`src/rtl/lb_pkg.sv`:
```
package lb_pkg;

  typedef struct packed {
    logic dlb;
    logic llb;
    logic plb;
    logic alb;
  } lb_mode_t;

  typedef struct packed {
    logic llb_ais;
    logic plb_ais;
    logic ds3_sel;
  } lb_opt_t;

  localparam lb_mode_t LB_PAIR = '{dlb: 1'b1, llb: 1'b1, plb: 1'b0, alb: 1'b0};

  // Keep the permitted pair, otherwise the single highest request wins.
  function automatic lb_mode_t lb_resolve(lb_mode_t req);
    lb_mode_t m;
    m = '0;
    if (req.dlb) begin
      m.dlb = 1'b1;
      m.llb = req.llb;
    end else if (req.llb) begin
      m.llb = 1'b1;
    end else if (req.plb) begin
      m.plb = 1'b1;
    end else if (req.alb) begin
      m.alb = 1'b1;
    end
    return m;
  endfunction

endpackage

```
`src/rtl/lb_mode_reg.sv`:
```
module lb_mode_reg
  import lb_pkg::*;
(
  input  logic     clk,
  input  logic     rst_n,
  input  logic     upd,
  input  lb_mode_t req,
  input  lb_opt_t  req_opt,
  output lb_mode_t mode,
  output lb_opt_t  opt
);

  lb_mode_t mode_next;
  assign mode_next = lb_resolve(req);

  always_ff @(posedge clk or negedge rst_n) begin
    if (!rst_n) begin
      mode <= '0;
      opt  <= '0;
    end else if (upd) begin
      mode <= mode_next;
      opt  <= req_opt;
    end
  end


  mode_hold_chk: assert property (@(posedge clk) disable iff (!rst_n)
    !upd |=> ($stable(mode) && $stable(opt)));


  mode_legal_chk: assert property (@(posedge clk) disable iff (!rst_n)
    ($countones(mode) <= 1) || (mode == LB_PAIR));

endmodule

```
`src/rtl/lb_line_mux.sv`:
```
module lb_line_mux #(
  parameter int DATA_W = 1
) (
  input  logic              clk,
  input  logic              rst_n,
  input  logic              m_llb,
  input  logic              m_plb,
  input  logic              m_dlb,
  input  logic              ds3_sel,
  input  logic [DATA_W-1:0] sys_tx_data,
  input  logic              sys_tx_en,
  input  logic [DATA_W-1:0] line_rx_data,
  input  logic              line_rx_en,
  output logic [DATA_W-1:0] line_tx_data,
  output logic              line_tx_en,
  output logic              ais_req
);

  localparam logic [DATA_W-1:0] ONES = '1;

  always_comb begin
    ais_req = 1'b0;
    if (m_llb || m_plb) begin
      line_tx_data = line_rx_data;
      line_tx_en   = line_rx_en;
    end else if (m_dlb) begin
      line_tx_data = ONES;
      line_tx_en   = sys_tx_en;
      ais_req      = ds3_sel;
    end else begin
      line_tx_data = sys_tx_data;
      line_tx_en   = sys_tx_en;
    end
  end


  ais_ones_chk: assert property (@(posedge clk) disable iff (!rst_n)
    ais_req |-> (line_tx_data == ONES));


  pair_no_ais_chk: assert property (@(posedge clk) disable iff (!rst_n)
    (m_llb && m_dlb) |-> (!ais_req && line_tx_en == line_rx_en));

endmodule

```
`src/rtl/lb_sys_mux.sv`:
```
module lb_sys_mux #(
  parameter int DATA_W = 1
) (
  input  logic              clk,
  input  logic              rst_n,
  input  logic              m_dlb,
  input  logic              m_alb,
  input  logic              m_llb,
  input  logic              m_plb,
  input  logic              llb_ais,
  input  logic              plb_ais,
  input  logic [DATA_W-1:0] sys_tx_data,
  input  logic              sys_tx_en,
  input  logic [DATA_W-1:0] line_rx_data,
  input  logic              line_rx_en,
  output logic [DATA_W-1:0] sys_rx_data,
  output logic              sys_rx_en
);

  localparam logic [DATA_W-1:0] ONES = '1;
  logic blank;

  assign blank = (m_llb && llb_ais) || (m_plb && plb_ais);

  always_comb begin
    if (m_dlb || m_alb) begin
      sys_rx_data = sys_tx_data;
      sys_rx_en   = sys_tx_en;
    end else begin
      sys_rx_data = blank ? ONES : line_rx_data;
      sys_rx_en   = line_rx_en;
    end
  end


  local_loop_chk: assert property (@(posedge clk) disable iff (!rst_n)
    (m_dlb || m_alb) |-> (sys_rx_en == sys_tx_en && sys_rx_data == sys_tx_data));

endmodule

```
`src/rtl/lb_selector.sv`:
```
module lb_selector
  import lb_pkg::*;
#(
  parameter int DATA_W = 1
) (
  input  logic              clk,
  input  logic              rst_n,
  input  logic              cfg_alb,
  input  logic              cfg_llb,
  input  logic              cfg_dlb,
  input  logic              cfg_plb,
  input  logic              cfg_llb_ais,
  input  logic              cfg_plb_ais,
  input  logic              cfg_ds3_ais,
  input  logic [DATA_W-1:0] sys_tx_data,
  input  logic              sys_tx_en,
  output logic [DATA_W-1:0] sys_rx_data,
  output logic              sys_rx_en,
  input  logic [DATA_W-1:0] line_rx_data,
  input  logic              line_rx_en,
  output logic [DATA_W-1:0] line_tx_data,
  output logic              line_tx_en,
  output logic              ds3_ais_req
);

  lb_mode_t req, mode;
  lb_opt_t  req_opt, opt;
  logic     bit_edge;

  assign req      = '{dlb: cfg_dlb, llb: cfg_llb, plb: cfg_plb, alb: cfg_alb};
  assign req_opt  = '{llb_ais: cfg_llb_ais, plb_ais: cfg_plb_ais, ds3_sel: cfg_ds3_ais};
  assign bit_edge = sys_tx_en | line_rx_en;

  lb_mode_reg u_mode (
    .clk(clk), .rst_n(rst_n), .upd(bit_edge),
    .req(req), .req_opt(req_opt), .mode(mode), .opt(opt)
  );

  lb_line_mux #(.DATA_W(DATA_W)) u_line (
    .clk(clk), .rst_n(rst_n),
    .m_llb(mode.llb), .m_plb(mode.plb), .m_dlb(mode.dlb), .ds3_sel(opt.ds3_sel),
    .sys_tx_data(sys_tx_data), .sys_tx_en(sys_tx_en),
    .line_rx_data(line_rx_data), .line_rx_en(line_rx_en),
    .line_tx_data(line_tx_data), .line_tx_en(line_tx_en), .ais_req(ds3_ais_req)
  );

  lb_sys_mux #(.DATA_W(DATA_W)) u_sys (
    .clk(clk), .rst_n(rst_n),
    .m_dlb(mode.dlb), .m_alb(mode.alb), .m_llb(mode.llb), .m_plb(mode.plb),
    .llb_ais(opt.llb_ais), .plb_ais(opt.plb_ais),
    .sys_tx_data(sys_tx_data), .sys_tx_en(sys_tx_en),
    .line_rx_data(line_rx_data), .line_rx_en(line_rx_en),
    .sys_rx_data(sys_rx_data), .sys_rx_en(sys_rx_en)
  );


  straight_through_chk: assert property (@(posedge clk) disable iff (!rst_n)
    (mode == '0) |-> (line_tx_data == sys_tx_data && sys_rx_data == line_rx_data
                      && !ds3_ais_req));

endmodule

```
`config.mk`:
```
export PLATFORM = sky130hd
export DESIGN_NAME = lb_selector
export DESIGN_NICKNAME = d
export VERILOG_FILES = /design/src/rtl/lb_pkg.sv /design/src/rtl/lb_mode_reg.sv /design/src/rtl/lb_line_mux.sv /design/src/rtl/lb_sys_mux.sv /design/src/rtl/lb_selector.sv
export SDC_FILE = /design/constraint.sdc
export NUM_CORES = 1
export LEC_CHECK = 0
export ABC_AREA = 0
export BUFFER_PORTS_ARGS = -buffer_cell sky130_fd_sc_hd__buf_4
export CAP_MARGIN = 20
export CORE_AREA = 2 2 39 41
export DETAILED_ROUTE_END_ITERATION = 6
export DIE_AREA = 0 0 41 43
export PLACE_DENSITY_LB_ADDON = 0.3
export REMOVE_ABC_BUFFERS = 1
export SLEW_MARGIN = 20
export SYNTH_ARGS = -nofsm -noshare
export SYNTH_HDL_FRONTEND = slang
export SYNTH_SLANG_ARGS = --single-unit
export TNS_END_PERCENT = 1
```
`constraint.sdc`:
```
create_clock -name clk -period 1 [get_ports clk]
set_input_delay 0.1 -clock clk [delete_from_list [all_inputs] [get_ports clk]]
set_output_delay 0.1 -clock clk [all_outputs]
set_load 0.01 [all_outputs]
```
; ---- Word level (Yosys, flattened, before mapping)
; Index checks and enable logic that the tools add are counted.
[op_classes]
mux = 16
n_reduce_logical = 5
bitwise = 1
[op_table]
columns = operator, n
row1 = two-way mux 1 bit, 14
row2 = two-way mux 2 bit, 2
row3 = logical OR 1 bit, 3
row4 = logical AND 1 bit, 2
row5 = OR 1 bit, 1
[word_totals]
wordCells = 29
output_inout_bits = 5
regBits = 7

; ---- Longest topological paths before layout
; Gate-level depths: netlist of run 1.
[depth]
ltp_word = 4
mapped_depth = 2
ltp_nobuf = 2

; ---- Hierarchy
; Synthesis of run 1 repeated with hierarchy kept, for this count alone.
[unflattened]
hier_cells = 28
hier_area_um2 = 367.9
[by_module_without_submodules]
columns = mod, seq_area_each_um2, cells_per_inst, n_inst, area_each_um2
row1 = lb_mode_reg, 175.2, 18, 1, 285.3
row2 = lb_sys_mux, 0.0, 4, 1, 40.0
row3 = lb_line_mux, 0.0, 5, 1, 36.3
row4 = lb_selector, 0.0, 1, 1, 6.3

; ---- Worst setup path before layout of run 1
; No wires, ideal clock.
[synth_timing]
path_type = flip-flop to output port
start = register, netlist name u_mode.mode[1]
end = output port line_tx_data
slack_ns = -0.119
required_time_ns = 0.900
n_path_buf = 0
arrival_ns = 1.019
path_stages_with_launch = 3
cell_sequence = dfrtp_1 > or4_1 > o21a_1
[synth_via]
elab_chain_len = 2
[synth_rtl]
columns = item, line_no
row1 = logical OR 1 bit, lb_line_mux.sv:23  ; if (m_llb || m_plb) begin
row2 = two-way mux 1 bit, lb_line_mux.sv:23
row3 = end: declaration, lb_selector.sv:21  ; output logic [DATA_W-1:0] line_tx_data,
; Every way passes these cells.

; ---- Worst setup path in the final report of run 1
[layout_timing]
start = register, netlist name u_mode.mode[2]
end = output port line_tx_data
[layout_via]
elab_chain_len = 2
[layout_rtl]
columns = item, line_no
row1 = logical OR 1 bit, lb_line_mux.sv:23
row2 = two-way mux 1 bit, lb_line_mux.sv:23
; Every way passes these cells.

==> summary by stage, run 1 <==
Cells and area
The multi-input combinational cells in the finished layout cover a total of 190 sq um. The layout net count is 65. In the final layout, flip-flops and latches occupy 175 sq um.

0 antenna diodes ended up in the layout. The library cell used most frequently in the layout, excluding fill and tap cells, is buf_4. The library cells used most frequently in the layout, excluding fill and tap cells, are buf_4 (17), mux2_2 (8), dfrtp_1 (7). Fill cells in the final layout number 145. Measured on the finished design, the core utilization comes to 42.1%. The fraction of layout cells with a size suffix above 1 is 70.6%. The layout overhead on the synthesized area is 66.4%.

STA
The total count of max-transition violations in the final report came to 0. For the pin with the worst max-slew slack, the measured transition is 262 ps. Dividing the final minimum period by the clock period gives 149%. Static timing analysis puts the maximum clock frequency at 0.669 GHz. The hold violation total from the final report came to 0.

The worst setup skew after layout is 0 ps. Summed over all failing endpoints, the final setup total negative slack is -2040 ps. Final hold analysis gives a worst-case slack of 84.9 ps.

The routed design could run at a clock period as short as 1490 ps. Setup repair after global routing could not meet its margin everywhere. The final worst slack is -494 ps. The setup-violating endpoint count in the final report is 5.

Headroom to the max-slew limit came out at 82.3%.

Synthesis
The synthesized netlist occupies a cell area of 350 sq um. The gate count of the mapped netlist is 26. Ranked by total cell area, the synthesized netlist is headed by dfrtp_1 (50%), mux2_2 (32%), a221o_2 (3.2%), nor4b_1 (2.5%), nor2_1 (2.1%).

The number of unique standard cell types used by synthesis is 10. The cell type with the largest total area after synthesis is dfrtp_1. The flip-flop and latch count after synthesis is 7. The mean post-synth cell area is 13.5 sq um. The area fraction of the dominant cell type after synthesis is 50.0%. The sequential fraction of the synthesis area is 50.0%. The number of warnings reported in the yosys synthesis log is 0.

CTS
At the later pin of the worst-skew pair, clock insertion delay measures 250 ps. The clock sink count is 7. Buffers inserted during clock tree synthesis total 3.

In this run the number of H-tree levels came out at 1. Post-CTS timing repair inserted 0 buffers for setup. The buffer type at the clock tree root is clkbuf_4.

The clock tree buffer depth is 2. The register clock-pin slew on the reported worst setup and hold paths is 50 ps. The CTS tree is built.

Hold path
The type of the worst min-delay path is input pin to register.

Floorplan
18 I/O pins were placed. The die boundary width is 41 um. The standard-cell row count is 14. The full die area is 1760 sq um.

The initial standard-cell utilization of the core is 25.3%. The die span in y is 43 um. The floorplan step defined a core boundary enclosing 1380 sq um.

Power
The worst-case IR drop observed on VDD is 0.564 mV. The power density of the placed cells is 1310 nW/um^2. The reported leakage power is 0.277 nW.

Global routing
The via count of the first global-routing pass is 315. The global-route total usage across every layer is 10.3%. The first-pass GRT wire length is 1.15 mm.

Global routing finished with a remaining overflow of 0. The initial antenna violation count came to 0. The pin count of the biggest net entering global routing is 8.

Status
The flow ran to the end, but the final reports show violations. The checks that failed: setup timing.

Route
For this block, the via count after detailed routing is 304. The first routing iteration left 0 violations. After detailed routing, the average wire length per cell comes to 11.4 um. For this run, the detailed router's first-pass iteration total came to 1. The total length of routed wires is 764 um.

The DRC violation count after routing is 0. In the routed layout, each cell is associated on average with a via count of 4.54. The antenna violation net count after detailed routing is 0.

Setup path
Walking the worst path, the cells encountered are or4_1 > o21a_1 > buf_6. The critical path required time is 900 ps. The data arrival time of the critical path is 1390 ps. The sort of element at the end of the critical path is a primary output. The largest incremental delay on the critical path is 500 ps. The library cell contributing the largest single delay on the critical path is or4_1. The largest driver fanout on the critical path is 4.

The nature of the critical path startpoint is a register. The kind of critical path is register to primary output.

Flow run
Across the run, the number of max-cap violations was 0.

Place
The count of buffers from port buffering is 17. The sum of net half-perimeters after detailed placement is 601 um. The worst slack after detailed placement is -242 ps. Routability-driven placement finished with a final weighted congestion of 0.640.
cells by family after synthesis:
kind of cell    synth area share [%]
mux                             32.1
simple gates                    12.5
flops                           50.0
compound gates                  5.36
metal layers:
| metal | vias up | GRT usage [%] | wire (um) |
|---|---|---|---|
| met5 | - | 0 | 0 |
| met4 | 0 | 12.0 | 10 |
| met3 | 2 | 3.14 | 80 |
| met2 | 14 | 15.6 | 375 |
| met1 | 140 | 9.30 | 298 |
| li1 | 148 | - | - |
registers in the layout, indices dropped and copies added, names as in the netlist:
signal       count
u_mode.mode      4
u_mode.opt       3
cells in the mapped netlist:
cell and instances:
mux2_2 10, dfrtp_1 7, nor2_1 2, a221o_2 1, and3_1 1, nor2_2 1, nor3b_1 1, nor4b_1 1
o21a_1 1, or4_1 1
report_power, final:
part	total, W	switching [W]	internal (W)
clock	0.000250	0.0000984	0.000152
combinational	0.000192	0.0000651	0.000127
sequential	0.000320	0.0000153	0.000304
area by class of cell:
class	instances	share of cell area, %
Clock buffer	4	4.51
Multi-Input combinational cell	19	32.6
Sequential cell	7	30.0
Tap cell	16	3.43
Timing Repair Buffer	21	29.4
repair_timing:
action	4_1_cts	5_1_grt
cloned	0	0
hold endpoints to repair	7	0
hold buffers	1	0
pin swaps	2	0
endpoints found under the setup margin	5	5
gates resized for setup	5	2
final timing paths:
kind	from	endpoint	slack, ps	cells past startpoint
max reg2reg	u_mode.mode[3]$_DFFE_PN0P_	u_mode.mode[3]$_DFFE_PN0P_	70	2
min reg2reg	u_mode.opt[0]$_DFFE_PN0P_	u_mode.opt[0]$_DFFE_PN0P_	500	1
max in group asynchronous	rst_n	u_mode.opt[0]$_DFFE_PN0P_	680	2
min	cfg_plb_ais	u_mode.opt[1]$_DFFE_PN0P_	80	2
min in group asynchronous	rst_n	u_mode.mode[2]$_DFFE_PN0P_	210	2
max	u_mode.mode[2]$_DFFE_PN0P_	line_tx_data	-490	3
worst max-delay path: cells and delay by family (launching register included):
kind,cells,cell delay [ps]
and+or+nand+nor,1,500
AOI/OAI and AO/OA,1,130
buffers and inverters,1,120
DFF,1,400
through the flow:
step | power, W | area [sq um] | instances
after detailed placement | 0.000494 | 520 | 62
final | 0.000762 | 583 | 67
after global routing | 0.000807 | 583 | 67
after global placement | 0.000492 | 520 | 62
after CTS | 0.000770 | 574 | 67
after floorplan | 0.000393 | 350 | 26
Note: power is estimated with default switching activity, not from simulation.
==> inputs of run 2 (changes only) <==
Clock period 1 ns to 1.25 ns, I/O delays scaled along.
==> run 2 against run 1 <==
The run still ends with setup timing left. Power shrank 22%. Non-clock buffer count shrank 2. Flip-flop and latch count is the same. Final cell count shrank 3.0%. Combinational power shrank 26%. Worst hold slack gained 29 ps. Die area is the same. Sequential power shrank 20%. Sequential share of layout area grew 1.0 points.
==> summary by stage, run 2 (same netlist as run 1, synthesis figures left out) <==
Status
Status: finished, violations left (unchanged). Violated checks: setup timing (unchanged).

Power
The maximum vdd ir drop is 0.415 mV (was 0.564 mV). The power density of the placed cells is 1060 nW/um^2 (was 1310 nW/um^2). The reported leakage power is 0.262 nW (was 0.277 nW).

Cells and area
The layout overhead on the synthesized area is 61.1% (was 66.4%). The number of flip-flops in the largest register is 4 (unchanged). The final instance count without filler cells is 65 (was 67). The largest register by flop count is u_mode.mode (unchanged). The finished layout cell area came to 564 sq um (was 583 sq um). The final core utilization is 40.8% (was 42.1%). The most frequent standard cell in the layout excluding fill and tap cells is buf_4 (unchanged).

The antenna diode count came to 0 (unchanged). Most frequent cells in the layout: buf_4 (15), mux2_2 (9), dfrtp_1 (7) (was buf_4 (17), mux2_2 (8), dfrtp_1 (7)). The layout net count was 63 (was 65). The fraction of layout cells with a size suffix above 1 is 69.4% (was 70.6%). Largest registers in the final layout: u_mode.mode x4, u_mode.opt x3 (unchanged).

Place
The worst slack after detailed placement is -20.3 ps (was -242 ps). The total instance count after detailed placement is 60 (was 62). The sum of net half-perimeters after detailed placement is 585 um (was 601 um).

The post-detailed-placement cell area is 505 sq um (was 520 sq um). The placer's final routability congestion estimate is 0.632 (was 0.640). The count of buffers from port buffering was 17 (unchanged).

STA
Setup repair after global routing missed its margin: yes (unchanged). The hold violation total from the final report is 0 (unchanged). The relative slew slack came to 75.8% (was 82.3%). The measured slew at the worst slew-check pin is 362 ps (was 262 ps). The final critical delay including setup and external delays is 1510 ps. The worst setup skew after layout is 0 ps (unchanged). The setup-violating endpoint count in the final report was 5 (unchanged). The total count of max-transition violations in the final report is 0 (unchanged). The final setup TNS is -852 ps (was -2040 ps). After layout, the worst path uses 121% of the clock period. Timing would allow up to 0.660 GHz. The final worst slack is -264 ps (was -494 ps).

Floorplan
The core area is 1380 sq um (unchanged). The die boundary width came to 41 um (unchanged). The die span in y is 43 um (unchanged). The initial standard-cell utilization of the core is 25.3% (unchanged).

The I/O pin total is 18 (unchanged). The standard-cell row count is 14 (unchanged). The full die area is 1760 sq um (unchanged).

CTS
The H-tree depth is 1 (unchanged). The register clock-pin slew on the reported worst setup and hold paths is 50 ps (about the same). The post-CTS repair timing setup buffer count was 0 (unchanged). The buffer type at the clock tree root is clkbuf_4 (unchanged).

The number of clock buffers inserted by TritonCTS is 3 (unchanged). The clock tree buffer depth is 2 (unchanged). The clock sink count is 7 (unchanged). The CTS tree is built (unchanged). The worst-skew pair later-pin latency is 240 ps (was 250 ps).

Setup path
The kind of critical path is register to primary output (unchanged). The nature of the critical path startpoint is a register (unchanged). The data arrival time of the critical path was 1390 ps (about the same). The largest driver fanout on the critical path came to 4 (unchanged). The critical path required time came to 1120 ps (was 900 ps).

The sort of element at the end of the critical path is a primary output (unchanged).

Global routing
The via count of the first global-routing pass is 259 (was 315). The first-pass GRT wire length is 1.02 mm (was 1.15 mm). The total global routing overflow is 0 (unchanged). The global-route total usage across every layer was 9.33% (was 10.3%). The pin count of the biggest net entering global routing is 8 (unchanged).

The initial antenna violation count is 0 (unchanged).

Route
The average wire per standard cell was 10.8 um (was 11.4 um). The detail-routed via count per cell is 4.45 (was 4.54). The starting DRC count in detailed routing is 4 (was 0). The number of iterations in the first detailed-routing pass was 2 (was 1).

The total length of routed wires is 702 um (was 764 um). The total number of vias is 289 (was 304). The antenna violation net count after detailed routing is 0 (unchanged).

The DRC violation count after routing is 0 (unchanged).

Hold path
The type of the worst min-delay path is input pin to register (unchanged).

Flow run
The number of maximum-capacitance constraint violations is 0 (unchanged).
-- run 2: cell count changes in the layout (fill, tap and decap cells not counted) --
| cell | delta |
|---|---|
| mux2_4 | -1 |
| mux2_2 | +1 |
| buf_4 | -2 |
-- run 2: final timing paths --
path | startpoint | endpoint | slack, ps | cells past startpoint
worst max-delay path | u_mode.mode[2]$_DFFE_PN0P_ | sys_rx_data | -260 | 3
worst max register to register | u_mode.mode[3]$_DFFE_PN0P_ | u_mode.mode[3]$_DFFE_PN0P_ | 440 | 1
min in group asynchronous | rst_n | u_mode.opt[1]$_DFFE_PN0P_ | 230 | 2
worst min-delay path | cfg_ds3_ais | u_mode.opt[0]$_DFFE_PN0P_ | 110 | 2
worst min register to register | u_mode.opt[0]$_DFFE_PN0P_ | u_mode.opt[0]$_DFFE_PN0P_ | 500 | 1
max in group asynchronous | rst_n | u_mode.mode[1]$_DFFE_PN0P_ | 910 | 2
-- run 2: per-stage QoR --
step	hold slack, ps	total power [W]
6_report	114	0.000597
3_3_place_gp	-58.4	0.000387
4_1_cts	105	0.000610
2_1_floorplan	-171	0.000314
3_5_place_dp	-57.7	0.000389
5_1_grt	102	0.000642
-- run 2: routing by layer --
metal	track usage, %	part of all wire, %
met5	0	0
met4	10.0	1.6
met3	3.14	10
met2	12.5	44
met1	10.3	44
-- run 2: power breakdown --
group          internal (W)  switching [W]  total [W]
Clock              0.000121      0.0000763   0.000198
Combinational     0.0000940      0.0000489   0.000143
Sequential         0.000244      0.0000127   0.000256
-- run 2: worst max-delay path: stages, from the launching register on --
cell and delay [ps]:
dfrtp_1 400, a221o_2 350, mux2_2 270, buf_6 120
-- run 2: cell type report --
class,instances,area [sq um]
Timing Repair Buffer,19,156
Clock buffer,4,26.3
Sequential cell,7,175
Multi-Input combinational cell,19,186
Tap cell,16,20.0
Fill cell,148,820
-- run 2: repair_timing --
| action | CTS | global route |
|---|---|---|
| resized for setup | 5 | 1 |
| hold buffers | 1 | 0 |
| pin swaps | 2 | 0 |
| hold endpoints to repair | 7 | 0 |
| setup endpoints to repair | 5 | 5 |
